$ cat src/rtl/gscan_pkg.sv
// Package: shared helpers for the grid scan generator.
// Holds the setting decoders, so that the configuration stage and the
// checkers agree on how a raw code maps to a count.
package gscan_pkg;

    // Limit a raw brightness value to the largest lit time allowed.
    function automatic int unsigned clamp_on(input int unsigned raw,
                                             input int unsigned max_on);
        return (raw > max_on) ? max_on : raw;
    endfunction

    // Map a digit code to a grid count: 0 means every grid, else base+code.
    function automatic int unsigned code_to_count(input int unsigned code,
                                                  input int unsigned base,
                                                  input int unsigned full);
        return (code == 0) ? full : base + code;
    endfunction

endpackage

$ cat src/rtl/gscan_timer.sv
// Module: gscan_timer
// Counts oscillator clocks within a slot and slots within a frame.
// Assumes: SLOT_CLKS is a power of two, so the clock counter wraps
// naturally; NUM_GRIDS slots make one frame.
module gscan_timer #(
    parameter int SLOT_CLKS = 1024,
    parameter int NUM_GRIDS = 24,
    localparam int CNT_W    = $clog2(SLOT_CLKS),
    localparam int IDX_W    = $clog2(NUM_GRIDS)
) (
    input  logic             clk,
    input  logic             rst_n,
    output logic [CNT_W-1:0] clk_cnt,
    output logic [IDX_W-1:0] slot,
    output logic             slot_end
);

    localparam logic [CNT_W-1:0] LAST_CLK  = CNT_W'(SLOT_CLKS - 1);
    localparam logic [IDX_W-1:0] LAST_SLOT = IDX_W'(NUM_GRIDS - 1);

    // Flag the final clock of a slot.
    assign slot_end = (clk_cnt == LAST_CLK);

    // Advance the clock-in-slot counter.
    always_ff @(posedge clk) begin
        if (!rst_n)        clk_cnt <= '0;
        else if (slot_end) clk_cnt <= '0;
        else               clk_cnt <= clk_cnt + 1'b1;
    end

    // Advance the slot index at each slot end, wrapping once per frame.
    always_ff @(posedge clk) begin
        if (!rst_n)                 slot <= '0;
        else if (slot_end) begin
            if (slot == LAST_SLOT)  slot <= '0;
            else                    slot <= slot + 1'b1;
        end
    end

    // a new slot always starts at clock zero
    p_slot_restart_r2: assert property (@(posedge clk) disable iff (!rst_n)
        slot_end |=> (clk_cnt == '0));

    // the index holds through a slot
    p_idx_hold_r2: assert property (@(posedge clk) disable iff (!rst_n)
        !slot_end |=> $stable(slot));

    // the index climbs by one at a slot end, except at the frame end
    p_idx_step_r2: assert property (@(posedge clk) disable iff (!rst_n)
        (slot_end && slot != LAST_SLOT) |=> (slot == $past(slot) + 1'b1));

    // the frame wraps after the last slot
    p_frame_wrap_r2: assert property (@(posedge clk) disable iff (!rst_n)
        (slot_end && slot == LAST_SLOT) |=> (slot == '0));

    // the index never leaves its range
    p_idx_range_r2: assert property (@(posedge clk) disable iff (!rst_n)
        slot <= LAST_SLOT);

endmodule

$ cat src/rtl/gscan_cfg.sv
// Module: gscan_cfg
// Holds the brightness and digit-count settings. A staging copy captures
// each load strobe; the live copy is refreshed only at a slot end.
// Assumes: the load strobes are one-cycle pulses with valid data.
module gscan_cfg #(
    parameter int DUTY_W    = 10,
    parameter int CODE_W    = 4,
    parameter int MAX_ON    = 960,
    parameter int NUM_GRIDS = 24,
    parameter int BASE_CNT  = 8,
    localparam int NUM_W    = $clog2(NUM_GRIDS + 1)
) (
    input  logic              clk,
    input  logic              rst_n,
    input  logic [DUTY_W-1:0] duty_val,
    input  logic              duty_load,
    input  logic [CODE_W-1:0] dig_code,
    input  logic              dig_load,
    input  logic              slot_end,
    output logic [DUTY_W-1:0] on_len,
    output logic [NUM_W-1:0]  grid_cnt
);

    import gscan_pkg::*;

    logic [DUTY_W-1:0] duty_stage;
    logic [CODE_W-1:0] code_stage;
    logic [DUTY_W-1:0] on_next;
    logic [NUM_W-1:0]  cnt_next;

    // Capture host values into the staging copy.
    always_ff @(posedge clk) begin
        if (!rst_n) begin
            duty_stage <= '0;
            code_stage <= '0;
        end else begin
            if (duty_load) duty_stage <= duty_val;
            if (dig_load)  code_stage <= dig_code;
        end
    end

    // Decode the staged values into a lit length and a grid count.
    always_comb begin
        on_next  = DUTY_W'(clamp_on(int'(duty_stage), MAX_ON));
        cnt_next = NUM_W'(code_to_count(int'(code_stage), BASE_CNT, NUM_GRIDS));
    end

    // Refresh the live settings only at the slot boundary.
    always_ff @(posedge clk) begin
        if (!rst_n) begin
            on_len   <= '0;
            grid_cnt <= NUM_W'(NUM_GRIDS);
        end else if (slot_end) begin
            on_len   <= on_next;
            grid_cnt <= cnt_next;
        end
    end

    // the live lit length never exceeds the clamp
    p_on_clamp_r4: assert property (@(posedge clk) disable iff (!rst_n)
        on_len <= DUTY_W'(MAX_ON));

    // the live grid count stays within base+1 .. all grids
    p_cnt_range_r5: assert property (@(posedge clk) disable iff (!rst_n)
        (grid_cnt >= NUM_W'(BASE_CNT + 1)) && (grid_cnt <= NUM_W'(NUM_GRIDS)));

    // live settings only move across a slot boundary
    p_cfg_hold_r6: assert property (@(posedge clk) disable iff (!rst_n)
        !slot_end |=> ($stable(on_len) && $stable(grid_cnt)));

endmodule

$ cat src/rtl/gscan_drive.sv
// Module: gscan_drive
// Forms the anode enable and the one-hot grid vector from the slot
// position and the live settings.
// Assumes: on_len is already limited, so the tail of each slot is dark.
module gscan_drive #(
    parameter int SLOT_CLKS = 1024,
    parameter int NUM_GRIDS = 24,
    parameter int DUTY_W    = 10,
    parameter int MAX_ON    = 960,
    localparam int CNT_W    = $clog2(SLOT_CLKS),
    localparam int IDX_W    = $clog2(NUM_GRIDS),
    localparam int NUM_W    = $clog2(NUM_GRIDS + 1)
) (
    input  logic                 clk,
    input  logic                 rst_n,
    input  logic [CNT_W-1:0]     clk_cnt,
    input  logic [IDX_W-1:0]     slot,
    input  logic [DUTY_W-1:0]    on_len,
    input  logic [NUM_W-1:0]     grid_cnt,
    output logic [NUM_GRIDS-1:0] grid,
    output logic                 disp_en
);

    logic in_window;
    logic slot_used;

    // Decide whether this clock of this slot is lit.
    always_comb begin
        in_window = (DUTY_W'(clk_cnt) < on_len);
        slot_used = (NUM_W'(slot) < grid_cnt);
        disp_en   = in_window && slot_used;
    end

    // One decoder per grid line.
    for (genvar g = 0; g < NUM_GRIDS; g++) begin : g_line
        assign grid[g] = disp_en && (slot == IDX_W'(g));
    end

    // never more than one grid active
    p_onehot_r8: assert property (@(posedge clk) disable iff (!rst_n)
        $onehot0(grid));

    // an active grid implies the anode enable
    p_grid_gated_r8: assert property (@(posedge clk) disable iff (!rst_n)
        (grid != '0) |-> disp_en);

    // the slot tail past the clamp is always dark
    p_blank_gap_r4: assert property (@(posedge clk) disable iff (!rst_n)
        (clk_cnt >= CNT_W'(MAX_ON)) |-> (grid == '0 && !disp_en));

    // a zero lit length keeps every grid low
    p_dark_zero_r7: assert property (@(posedge clk) disable iff (!rst_n)
        (on_len == '0) |-> (grid == '0));

    // slots beyond the enabled count stay dark
    p_unused_dark_r5: assert property (@(posedge clk) disable iff (!rst_n)
        (NUM_W'(slot) >= grid_cnt) |-> !disp_en);

endmodule

$ cat src/rtl/gscan_top.sv
// Module: gscan_top
// Grid scan and brightness duty generator: fixed-length digit slots, a
// clamped lit window per slot, and a selectable number of active grids.
// Assumes: synchronous active-low reset held for at least one edge.
module gscan_top #(
    parameter int SLOT_CLKS = 1024,
    parameter int NUM_GRIDS = 24,
    parameter int MAX_ON    = 960,
    parameter int BASE_CNT  = 8,
    parameter int DUTY_W    = 10,
    parameter int CODE_W    = 4,
    localparam int CNT_W    = $clog2(SLOT_CLKS),
    localparam int IDX_W    = $clog2(NUM_GRIDS),
    localparam int NUM_W    = $clog2(NUM_GRIDS + 1)
) (
    input  logic                 clk,
    input  logic                 rst_n,
    input  logic [DUTY_W-1:0]    duty_val,
    input  logic                 duty_load,
    input  logic [CODE_W-1:0]    dig_code,
    input  logic                 dig_load,
    output logic [NUM_GRIDS-1:0] grid,
    output logic [IDX_W-1:0]     digit_idx,
    output logic                 disp_en
);

    logic [CNT_W-1:0]  clk_cnt;
    logic [IDX_W-1:0]  slot;
    logic              slot_end;
    logic [DUTY_W-1:0] on_len;
    logic [NUM_W-1:0]  grid_cnt;

    gscan_timer #(
        .SLOT_CLKS(SLOT_CLKS), .NUM_GRIDS(NUM_GRIDS)
    ) u_timer (
        .clk(clk), .rst_n(rst_n),
        .clk_cnt(clk_cnt), .slot(slot), .slot_end(slot_end)
    );

    gscan_cfg #(
        .DUTY_W(DUTY_W), .CODE_W(CODE_W), .MAX_ON(MAX_ON),
        .NUM_GRIDS(NUM_GRIDS), .BASE_CNT(BASE_CNT)
    ) u_cfg (
        .clk(clk), .rst_n(rst_n),
        .duty_val(duty_val), .duty_load(duty_load),
        .dig_code(dig_code), .dig_load(dig_load),
        .slot_end(slot_end),
        .on_len(on_len), .grid_cnt(grid_cnt)
    );

    gscan_drive #(
        .SLOT_CLKS(SLOT_CLKS), .NUM_GRIDS(NUM_GRIDS),
        .DUTY_W(DUTY_W), .MAX_ON(MAX_ON)
    ) u_drive (
        .clk(clk), .rst_n(rst_n),
        .clk_cnt(clk_cnt), .slot(slot),
        .on_len(on_len), .grid_cnt(grid_cnt),
        .grid(grid), .disp_en(disp_en)
    );

    // Publish the current slot as the digit index.
    assign digit_idx = slot;

endmodule

$ cat config.mk
export PLATFORM = sky130hd
export DESIGN_NAME = gscan_top
export DESIGN_NICKNAME = d
export VERILOG_FILES = /design/src/rtl/gscan_pkg.sv /design/src/rtl/gscan_timer.sv /design/src/rtl/gscan_cfg.sv /design/src/rtl/gscan_drive.sv /design/src/rtl/gscan_top.sv
export SDC_FILE = /design/constraint.sdc
export NUM_CORES = 1
export LEC_CHECK = 0
export ABC_AREA = 1
export BUFFER_PORTS_ARGS = -buffer_cell sky130_fd_sc_hd__buf_2
export CAP_MARGIN = 20
export CORE_AREA = 3 3 84 86
export DETAILED_ROUTE_END_ITERATION = 16
export DIE_AREA = 0 0 87 89
export SLEW_MARGIN = 20
export SYNTH_ARGS = -nofsm -noshare
export SYNTH_HDL_FRONTEND = slang
export SYNTH_HIERARCHICAL = 1
export SYNTH_SLANG_ARGS = --single-unit
$ cat constraint.sdc
create_clock -name clk -period 3 [get_ports clk]
set_input_delay 0.15 -clock clk [delete_from_list [all_inputs] [get_ports clk]]
set_output_delay 0.15 -clock clk [all_outputs]
set_load 0.1 [all_outputs]
; After elaboration in Yosys (flattened, before gate mapping)
; Cells that the tools add are included.
; Widths: inputs -> output; s select.
[totals]
regBits = 44
input_bits = 18
out_inout_bits = 30
elab_cells = 68
[classes]
add_sub_neg = 3
n_lt_le_gt_ge = 3
eq_ne = 24
n_mux = 3
bitwise = 1
reduce_logical = 28
[ops]
columns = operator, count
row1 = $eq 5x4->1 const B, 8
row2 = $eq 5x5->1 const B, 8
row3 = $logic_and 1x1->1, 25
row4 = $eq 5x3->1 const B, 4
row5 = $add 10x1->10 const B, 1
row6 = $eq 10x10->1 const B, 1
row7 = $eq 5x2->1 const B, 2
row8 = $gt 10x10->1 const B, 1
row9 = $lt 10x10->1, 1
row10 = $mux 10, 1
row11 = $mux 5, 2
row12 = $add 4x4->5 const A, 1
row13 = $add 5x1->5 const B, 1
row14 = $eq 5x1->1 const B, 1
row15 = $logic_not 5->1, 1
row16 = $lt 5x5->1, 1
row17 = $logic_not 4->1, 1
row18 = $reduce_or 2->1, 1
row19 = $not 1->1, 1

; Longest topological paths before layout
; Gate-level depths: netlist of the first run.
[logic_depth]
ltp_word = 3
depth_mapped = 11
ltp_nobuf = 10

; By module
; The synthesis of the first run kept the hierarchy.
[by_module_without_submodules]
columns = mod, n_inst, cells_per_inst, area_each_um2, seq_area_each_um2
row1 = gscan_cfg, 1, 132, 1067.3, 580.6
row2 = gscan_timer, 1, 109, 740.7, 300.3
row3 = gscan_drive, 1, 134, 735.7, 0.0

; Worst setup path before layout of the first run
; No wires, ideal clock.
[synth_path]
path_type = flip-flop to output port
from = reg u_timer.slot[2]
to = out grid[0]
arrival_time_ns = 3.177
required_ns = 2.850
slack_ns = -0.327
stages_incl_launch_ff = 9
path_cell_list = dfxtp_1 -> ha_1 -> nand2_1 -> nand2_1 -> nand2_1 -> nand3_1 -> nor2_1 -> nand2_2 -> nor2_1
[synth_via]
elab_chain_cells = 3
word_cells_on_any_way = 4
cone_classes = order compare (1) / reduce/logical (3)
[synth_rtl]
columns = element, line
row1 = from (decl), gscan_timer.sv:14  ; output logic [IDX_W-1:0] slot,
row2 = from (signal assigned), gscan_timer.sv:36  ; else slot <= slot + 1'b1;
row3 = $lt 5x5->1, gscan_drive.sv:30  ; slot_used = (NUM_W'(slot) < grid_cnt);
row4 = $logic_and 1x1->1, gscan_drive.sv:31  ; disp_en = in_window && slot_used;
row5 = $logic_and 1x1->1 *, gscan_drive.sv:36  ; assign grid[g] = disp_en && (slot == IDX_W'(g));
row6 = to (decl), gscan_top.sv:22  ; output logic [NUM_GRIDS-1:0] grid,
; Every way passes the cells marked *; elsewhere a longest branch is shown, timed or not.

; Worst setup path after layout of the first run
[layout_path]
from = reg u_timer.slot[4]
to = out grid[22]
; The elaborated chain is that of the path after synthesis.

==> results.md, run 1 <==
* Cts hold-fix bufs at 0
* Cell Area, Synth at 2544 sq um
* Routed len/inst at 9.905 microns
* Crit path arrival time at 2.57 ns
* Status: finished clean
* Final WS setup at 0.2771 ns
* Sink Count at 44
* Clock-pin transition on the worst setup and hold timing paths at 0.09 ns
* Area Overhead vs Synth at 13.67%
* Vias per std cell at 4.590
* Pin count of the biggest net entering global routing at 36
* Core Region at 6350 sq um
* CP Max Fanout at 25
* Slew margin rel. at 0.5807
* LEAKAGE at 1.393 nW
* TritonCTS buffer count at 5
* Dpl hpwl at 3.673 mm
* Register area share after synthesis at 0.3463
* Cell Rows at 29
* Post-route minimum period at 2.723 ns
* All-layer global routing usage at 0.1385
* Actual slew at the worst max-slew pin at 0.6267 ns
* Clock Skew at 0.005629 ns
* DIE AREA at 7743 sq um
* CP Data Required Time at 2.85 ns
* CTS resizes at 0
* Ys Warns at 6
* Design area at 2892 sq um
* Drc violations at 0
* Grt total ovfl at 0
* Drt pass-1 iters at 4
* Register Area at 882.1 sq um
* Antenna diode count at 0
* Max Slew Vio Count at 0
* Seq cells post-synth at 44
* Leading cell types in the layout, fill and taps excluded: nor2_1 (77), nand2_1 (62), buf_2 (47), inv_1 (47), dfxtp_1 (43)
* CP Capture Type: output port
* NumNets Final at 452
* Cell Pwr Density at 390.0 nW/um^2
* Die Y at 89 microns
* CTS tree: done
* Worst setup SP type: register
* Syn_nets at 408
* Area of the multi-input gates at 1385 sq um
* Final wirelength at 4.923 mm
* Final hold violations at 0
* Setup tns final at 0 ns
* RSZ-0062 raised after global routing: false
* Vias in the first global route at 2047
* Critical path class: reg -> out
* # IOs at 48
* Share of layout cells above drive strength 1 at 0.2190
* Maxcap violations at 0
* DP Area at 2794 sq um
* I/O Buffers at 47
* # setup viols final at 0
* Die Wd at 87 microns
* Most common cell after layout, fill and taps aside: nor2_1
* CTS Root Cell: clkbuf_8
* Starting DRT DRC Count at 88
* Postcts setup bufs at 0
* VDD IR-drop max at 0.2292 mV
* Post-Syn Instances at 375
* Via Count at 2281
* Starting Density at 0.4006
* Place WS at 0.6025 ns
* CTS H-Tree Depth at 2
* Worst hold path class: in -> reg
* Hold_ws at 0.07457 ns
* Clock Latency Late Sink at 0.29 ns
* GP Congestion at 0.7612
* Crit share post-route at 0.9076
* First-pass GRT wire length at 8.845 mm
* Fill count at 662
* Syn avg cell area at 6.783 sq um
* Clk buf depth at 2
* Final antenna-violating net count at 0
* Initial antenna violation count at 0
* Yosys cell types at 25
* Max frequency at 367.3 MHz
synth_stat cells (all sizes together):
master / instances / share of area
inv: 49 / 0.072
ha: 15 / 0.074
xor2: 2 / 0.0069
buf: 10 / 0.033
nand3: 34 / 0.069
nand2: 65 / 0.099
o211ai: 1 / 0.0030
xnor2: 2 / 0.0069
nor2: 99 / 0.17
dfxtp: 44 / 0.35
nand4: 4 / 0.0098
clkinv: 1 / 0.0015
a21oi: 16 / 0.042
o21ai: 31 / 0.061
clkbuf: 1 / 0.0020
nor3: 1 / 0.0020
kinds of logic after synthesis:
family                     count (synthesis)  share of synthesized area
AOI/OAI and AO/OA                         48                     0.1058
xor gates and xnor gates                   4                    0.01378
adders and majority gates                 15                    0.07378
buffers and inverters                     61                     0.1092
DFF                                       44                     0.3463
and+or+nand+nor                          203                     0.3512
worst paths after layout:
path / startpoint / end / slack [ns] / depth (start not counted)
min reg2reg: u_timer/clk_cnt[0] / u_timer/clk_cnt[0] / 0.48 / 1
min: duty_val[7] / u_cfg/duty_stage[7] / 0.07 / 3
max reg2reg: u_timer/clk_cnt[0] / u_cfg/on_len[2] / 1.06 / 8
max: u_timer/slot[4] / grid[22] / 0.28 / 9
layout make-up:
type / count / share of cell area
multi-input cells: 270 / 0.4790
flip-flops and latches: 44 / 0.3051
inverters: 50 / 0.06491
clock inverters: 2 / 0.005193
clock buffers: 6 / 0.02856
repair buffers: 48 / 0.08395
well taps: 77 / 0.03332
flip-flops by register name (all words and copies together) (netlist names):
register,cells
u_cfg/code_stage,4
u_cfg/duty_stage,10
u_cfg/grid_cnt,5
u_cfg/on_len,10
u_timer/clk_cnt,10
u_timer/slot,5
power breakdown:
part | internal (W) | switching [W] | leakage (nW)
combinational | 0.0000312 | 0.0000917 | 0.990
clock | 0.000186 | 0.000205 | 0.0434
sequential | 0.000600 | 0.0000129 | 0.359
total | 0.000818 | 0.000310 | 1.39
metal layers:
metal,vias up,global-route usage,part of all wire
met5,-,0,0
met2,57,0.2215,0.42
met4,0,0.04958,0.015
met3,8,0.02857,0.057
met1,950,0.1849,0.51
li1,1266,-,-
stage by stage:
stage,total power (W),utilization,instances
after floorplan,0.0007308,-,375
final,0.001128,0.4554,497
after detailed placement,0.0007505,0.4400,489
after CTS,0.001145,0.4554,497
after global placement,0.0007490,0.4400,489
after global routing,0.001190,0.4554,497
worst max-delay path, stage by stage, from the launching register on:
cell	delay [ns]
dfxtp_1	0.56
ha_1	0.32
nand2_1	0.09
inv_1	0.04
nand2_1	0.05
nand3_1	0.06
nor2_1	0.12
nand2_2	0.36
nor2_1	0.21
buf_2	0.45
Power figures use the tool's default switching activity.
==> run 2: changes to the inputs <==
clock period = 2.5 ns   (was 3 ns; I/O delays follow)
==> run 2 against run 1 <==
Against the previous run:
- non-clock buffer count increased by 2
- routed wire length increased by 5.7%
- hold slack got worse by 0.024 ns
- critical endpoint is now grid[18]
- highest routed layer unchanged
- cell count rose by 0.40%
- power grew 29%
- via count grew 2.0%
- first-iteration DRC count increased by 4.5%
- clock skew shrank 0.0013 ns
- clock-buffer cell count unchanged
- critical path type unchanged
- critical path depth is 1 higher
- design area grew 18%
- utilization up 8.0 points
==> results.md, run 2 (synthesized netlist as in run 1, its figures left out) <==
* Worst setup SP type: register
* VDD IR-drop max at 0.3556 mV
* Leading cell types in the layout, fill and taps excluded: nor2_1 (72), nand2_1 (62), inv_1 (47)
* Pin count of the biggest net entering global routing at 36
* Core Region at 6350 sq um
* Postcts setup bufs at 0
* Clock Latency Late Sink at 0.29 ns
* Via Count at 2327
* CTS tree: done
* CP Capture Type: output port
* Share of layout cells above drive strength 1 at 0.2393
* Slew margin rel. at 0.6318
* Crit path arrival time at 2.12 ns
* Sink Count at 44
* Crit share post-route at 0.8994
* Maxcap violations at 0
* GP Congestion at 0.7698
* DIE AREA at 7743 sq um
* Antenna diode count at 0
* Status: finished clean
* Setup tns final at 0 ns
* Finished Layout Cells at 499
* I/O Buffers at 47
* Cts hold-fix bufs at 0
* Most common cell after layout, fill and taps aside: nor2_1
* Starting Density at 0.4006
* RSZ-0062 raised after global routing: false
* Drc violations at 0
* CTS Root Cell: clkbuf_8
* Final wirelength at 5.203 mm
* Die Wd at 87 microns
* # setup viols final at 0
* Final antenna-violating net count at 0
* Area Overhead vs Synth at 33.60%
* CTS H-Tree Depth at 2
* Cell Pwr Density at 428.6 nW/um^2
* Vias per std cell at 4.663
* All-layer global routing usage at 0.1459
* NumNets Final at 454
* Power Total at 0.001456 W
* Clk buf depth at 2
* Actual slew at the worst max-slew pin at 0.5523 ns
* Die Y at 89 microns
* Initial antenna violation count at 0
* Final hold violations at 0
* Dpl hpwl at 3.950 mm
* Max frequency at 444.8 MHz
* Clock Skew at 0.004316 ns
* Grt total ovfl at 0
* Critical path class: reg -> out
* LEAKAGE at 1.483 nW
* Post-route minimum period at 2.248 ns
* Starting DRT DRC Count at 92
* Placed cells at 491
* First-pass GRT wire length at 9.156 mm
* Biggest regs: u_cfg/duty_stage x10, u_cfg/on_len x10, u_timer/clk_cnt x10
* Max Slew Vio Count at 0
* TritonCTS buffer count at 5
* Vias in the first global route at 2100
* Worst hold path class: in -> reg
* Routed len/inst at 10.43 microns
* # IOs at 48
* Clock-pin transition on the worst setup and hold timing paths at 0.08 ns
* CP Max Fanout at 13
* Drt pass-1 iters at 5
* CTS resizes at 0
* CP Data Required Time at 2.38 ns
* Cell Rows at 29
-- run 2: metrics by stage --
step	setup slack, ns	hold WS (ns)	util	instance area (sq um)
global route	0.1072	0.04227	0.5352	3398
floorplan	-0.01644	0.2381	-	2651
CTS	0.2280	0.03994	0.5352	3398
global placement	0.6370	0.3456	0.5182	3291
detailed placement	0.6104	0.3518	0.5182	3291
finish	0.2516	0.05049	0.5352	3398
-- run 2: worst paths after layout --
kind         slack, ns                from                   to  cells past startpoint
max               0.25     u_timer/slot[4]             grid[18]                     10
min               0.05         duty_val[0]  u_cfg/duty_stage[0]                      3
max reg2reg       0.61  u_timer/clk_cnt[0]    u_cfg/grid_cnt[1]                      8
min reg2reg       0.48   u_cfg/grid_cnt[4]    u_cfg/grid_cnt[4]                      2
-- run 2: per-layer routing --
layer	vias up	wire length (microns)	part of all wire	track usage
li1	1275	-	-	-
met2	48	2350	0.45	0.2478
met3	6	217	0.042	0.02673
met4	0	85	0.016	0.05524
met5	-	0	0	0
met1	998	2550	0.49	0.1839
-- run 2: layout make-up --
type	instances	area, sq um
fillers	607	2952
repair buffers	50	633.1
flip-flops and latches	44	885.9
inverters	50	187.7
well taps	77	96.34
clock buffers	6	72.57
clock inverters	2	35.03
multi-input cells	270	1488
-- run 2: worst max-delay path, cell delays in order, from the launching register on --
cell and delay [ns]:
dfxtp_2 0.47, ha_1 0.29, nand2_1 0.09, nor2_1 0.05, nand2_1 0.07, nand3_1 0.09
nor2_1 0.13, nand2_2 0.07, buf_4 0.24, nor2_4 0.14, buf_12 0.18
-- run 2: report_power, final --
part | switching (W) | internal (W)
Combinational | 0.000134 | 0.0000600
Sequential | 0.0000150 | 0.000720
Clock | 0.000231 | 0.000296
Total | 0.000380 | 0.00108
==> run 3: changes to the inputs <==
REMOVE_ABC_BUFFERS = 1   (was default)
==> run 3 against run 2 <==
Against the previous run:
- cell count is 0.40% higher
- setup slack lost 0.013 ns
- die area is the same
- design area decreased by 3.1%
- global-route usage fell by 0.15 points
- register-to-register slack improved by 0.02 ns
- utilization fell by 1.6 points
- critical path type unchanged
==> results.md, run 3 (synthesized netlist as in run 1, its figures left out) <==
* Starting DRT DRC Count at 124
* Antenna diode count at 0
* Cell depth of the worst setup path at 10
* Share of layout cells above drive strength 1 at 0.2264
* CP max stage delay at 0.42 ns
* Clock Skew at 0.005879 ns
* Critical Path, Cell by Cell: ha_1, nand2_1, inv_1, a21oi_1, nand2_1, nand2_1, nand2_4, buf_4, nor2_2, buf_12
* Grt total ovfl at 0
* Max frequency at 442.2 MHz
* Die Y at 89 microns
* Place WS at 0.3696 ns
* Status: finished clean
* Worst setup SP type: register
* Crit-path leading delay family: simple AND/OR/NAND/NOR gates
* Pin count of the biggest net entering global routing at 36
* Worst hold path class: in -> reg
* Part of the power in registers at 0.541
* Sw frac at 0.2805
* Vias per std cell at 4.649
* Met2 Resource Use GR at 0.2312
* Most common cell after layout, fill and taps aside: nor2_1
* Critical path class: reg -> out
* Clock-pin transition on the worst setup and hold timing paths at 0.09 ns
* VDD IR-drop max at 0.3443 mV
* Design internal power at 0.0009780 W
* Sink Count at 44
* Crit share post-route at 0.9046
* Drc violations at 0
* TritonCTS buffer count at 5
* Cts hold-fix bufs at 0
* CTS tree: done
* Biggest regs: u_cfg/duty_stage x10, u_cfg/on_len x10, u_timer/clk_cnt x10
* Comb power frac at 0.130
* I/O Buffers at 47
* Via Count at 2329
* Starting Density at 0.4006
* NumNets Final at 456
* Area Overhead vs Synth at 29.51%
* Final wirelength at 5.346 mm
* Placed cells at 493
* # setup viols final at 0
* First-pass GRT wire length at 9.080 mm
* Busiest grt layer: met2
* Max Slew Vio Count at 0
* Vias in the first global route at 2056
* CP Capture Type: output port
* Cell Pwr Density at 412.6 nW/um^2
* Slew margin rel. at 0.6307
* Met1 Usage GRT at 0.1913
* Post-route minimum period at 2.262 ns
* GP Congestion at 0.8086
* RSZ-0062 raised after global routing: false
* Flop2flop setup slack at 0.63 ns
* Setup tns final at 0 ns
* Leading cell types in the layout, fill and taps excluded: nor2_1 (77), nand2_1 (62), inv_1 (47)
* Actual slew at the worst max-slew pin at 0.5519 ns
* CTS H-Tree Depth at 2
* Clock Latency Late Sink at 0.30 ns
* Postcts setup bufs at 0
* Initial antenna violation count at 0
* CP Data Required Time at 2.38 ns
* Crit-path slowest cell: dfxtp_1
* R2R depth at 8
* Clk buf depth at 2
* Sw power at 0.0003813 W
* Final hold violations at 0
* Crit path arrival time at 2.14 ns
* LEAKAGE at 1.480 nW
* Drt pass-1 iters at 4
* GR Layer Usage met3 at 0.02673
* Core Region at 6350 sq um
* WP buf/inv at 3
* Die Wd at 87 microns
* Final WS setup at 0.2384 ns
* Routed len/inst at 10.67 microns
* # IOs at 48
* Maxcap violations at 0
* Final antenna-violating net count at 0
* All-layer global routing usage at 0.1443
* Cell Rows at 29
* DIE AREA at 7743 sq um
* CTS Root Cell: clkbuf_8
* Finished Layout Cells at 501
* Top cell by count, worst path: nand2_1
* Worst hold path depth at 3
* Clock power share at 0.329
* CTS resizes at 0
* CP Max Fanout at 19
* Dpl hpwl at 3.989 mm
## run 3: cell types whose count changed in the layout (fill, tap and decap cells not counted), moves of 2 or more
cell | before | now
nor2_4 | 20 | 2
nor2_2 | 7 | 20
nor2_1 | 72 | 77
dfxtp_1 | 40 | 43
dfxtp_2 | 4 | 1
buf_4 | 3 | 5
## run 3: final cells by class
cell class | count | area [sq um]
inverters | 50 | 187.7
multi-input cells | 270 | 1390
clock buffers | 5 | 68.82
flip-flops and latches | 44 | 882.1
well taps | 77 | 96.34
clock inverters | 3 | 21.27
repair buffers | 52 | 648.1
fillers | 613 | 3055
## run 3: per-layer routing
layer	vias to the layer above	share of wire
li1	1270	-
met1	1003	0.50
met2	52	0.44
met3	4	0.049
met4	0	0.017
met5	-	0
## run 3: power by group through the flow
| stage | combinational [W] | sequential (W) | clock [W] |
|---|---|---|---|
| 2_1_floorplan | 0.000110 | 0.000748 | 0 |
| 3_3_place_gp | 0.000173 | 0.000751 | 0 |
| 3_5_place_dp | 0.000176 | 0.000752 | 0 |
| 4_1_cts | 0.000176 | 0.000735 | 0.000469 |
| 5_1_grt | 0.000194 | 0.000738 | 0.000490 |
| 6_report | 0.000176 | 0.000735 | 0.000447 |
## run 3: through the flow
stage,utilization,cell area [sq um],total power (W),hold WS (ns)
after detailed placement,0.5036,3198,0.0009277,0.3522
after global routing,0.5188,3294,0.001422,0.05159
after floorplan,-,2454,0.0008578,0.1939
after CTS,0.5178,3288,0.001381,0.03224
after global placement,0.5036,3198,0.0009243,0.3454
final,0.5188,3294,0.001359,0.04444
## run 3: path summary, 6_finish.rpt
path / startpoint / endpoint
hold reg to reg: u_cfg/grid_cnt[4] / u_cfg/grid_cnt[4]
setup reg to reg: u_timer/clk_cnt[0] / u_cfg/grid_cnt[0]
hold / removal: duty_val[3] / u_cfg/duty_stage[3]
setup / recovery: u_timer/clk_cnt[5] / grid[8]
## run 3: worst reg2reg max path: cells and delay by family (launching register included)
kind                     cells  cell delay, ns
buffers and inverters        2            0.44
AND/OR/NAND/NOR              3            0.44
flip-flops                   1            0.42
AO/OA/AOI/OAI                2            0.27
adder cells (fa/ha/maj)      1            0.24
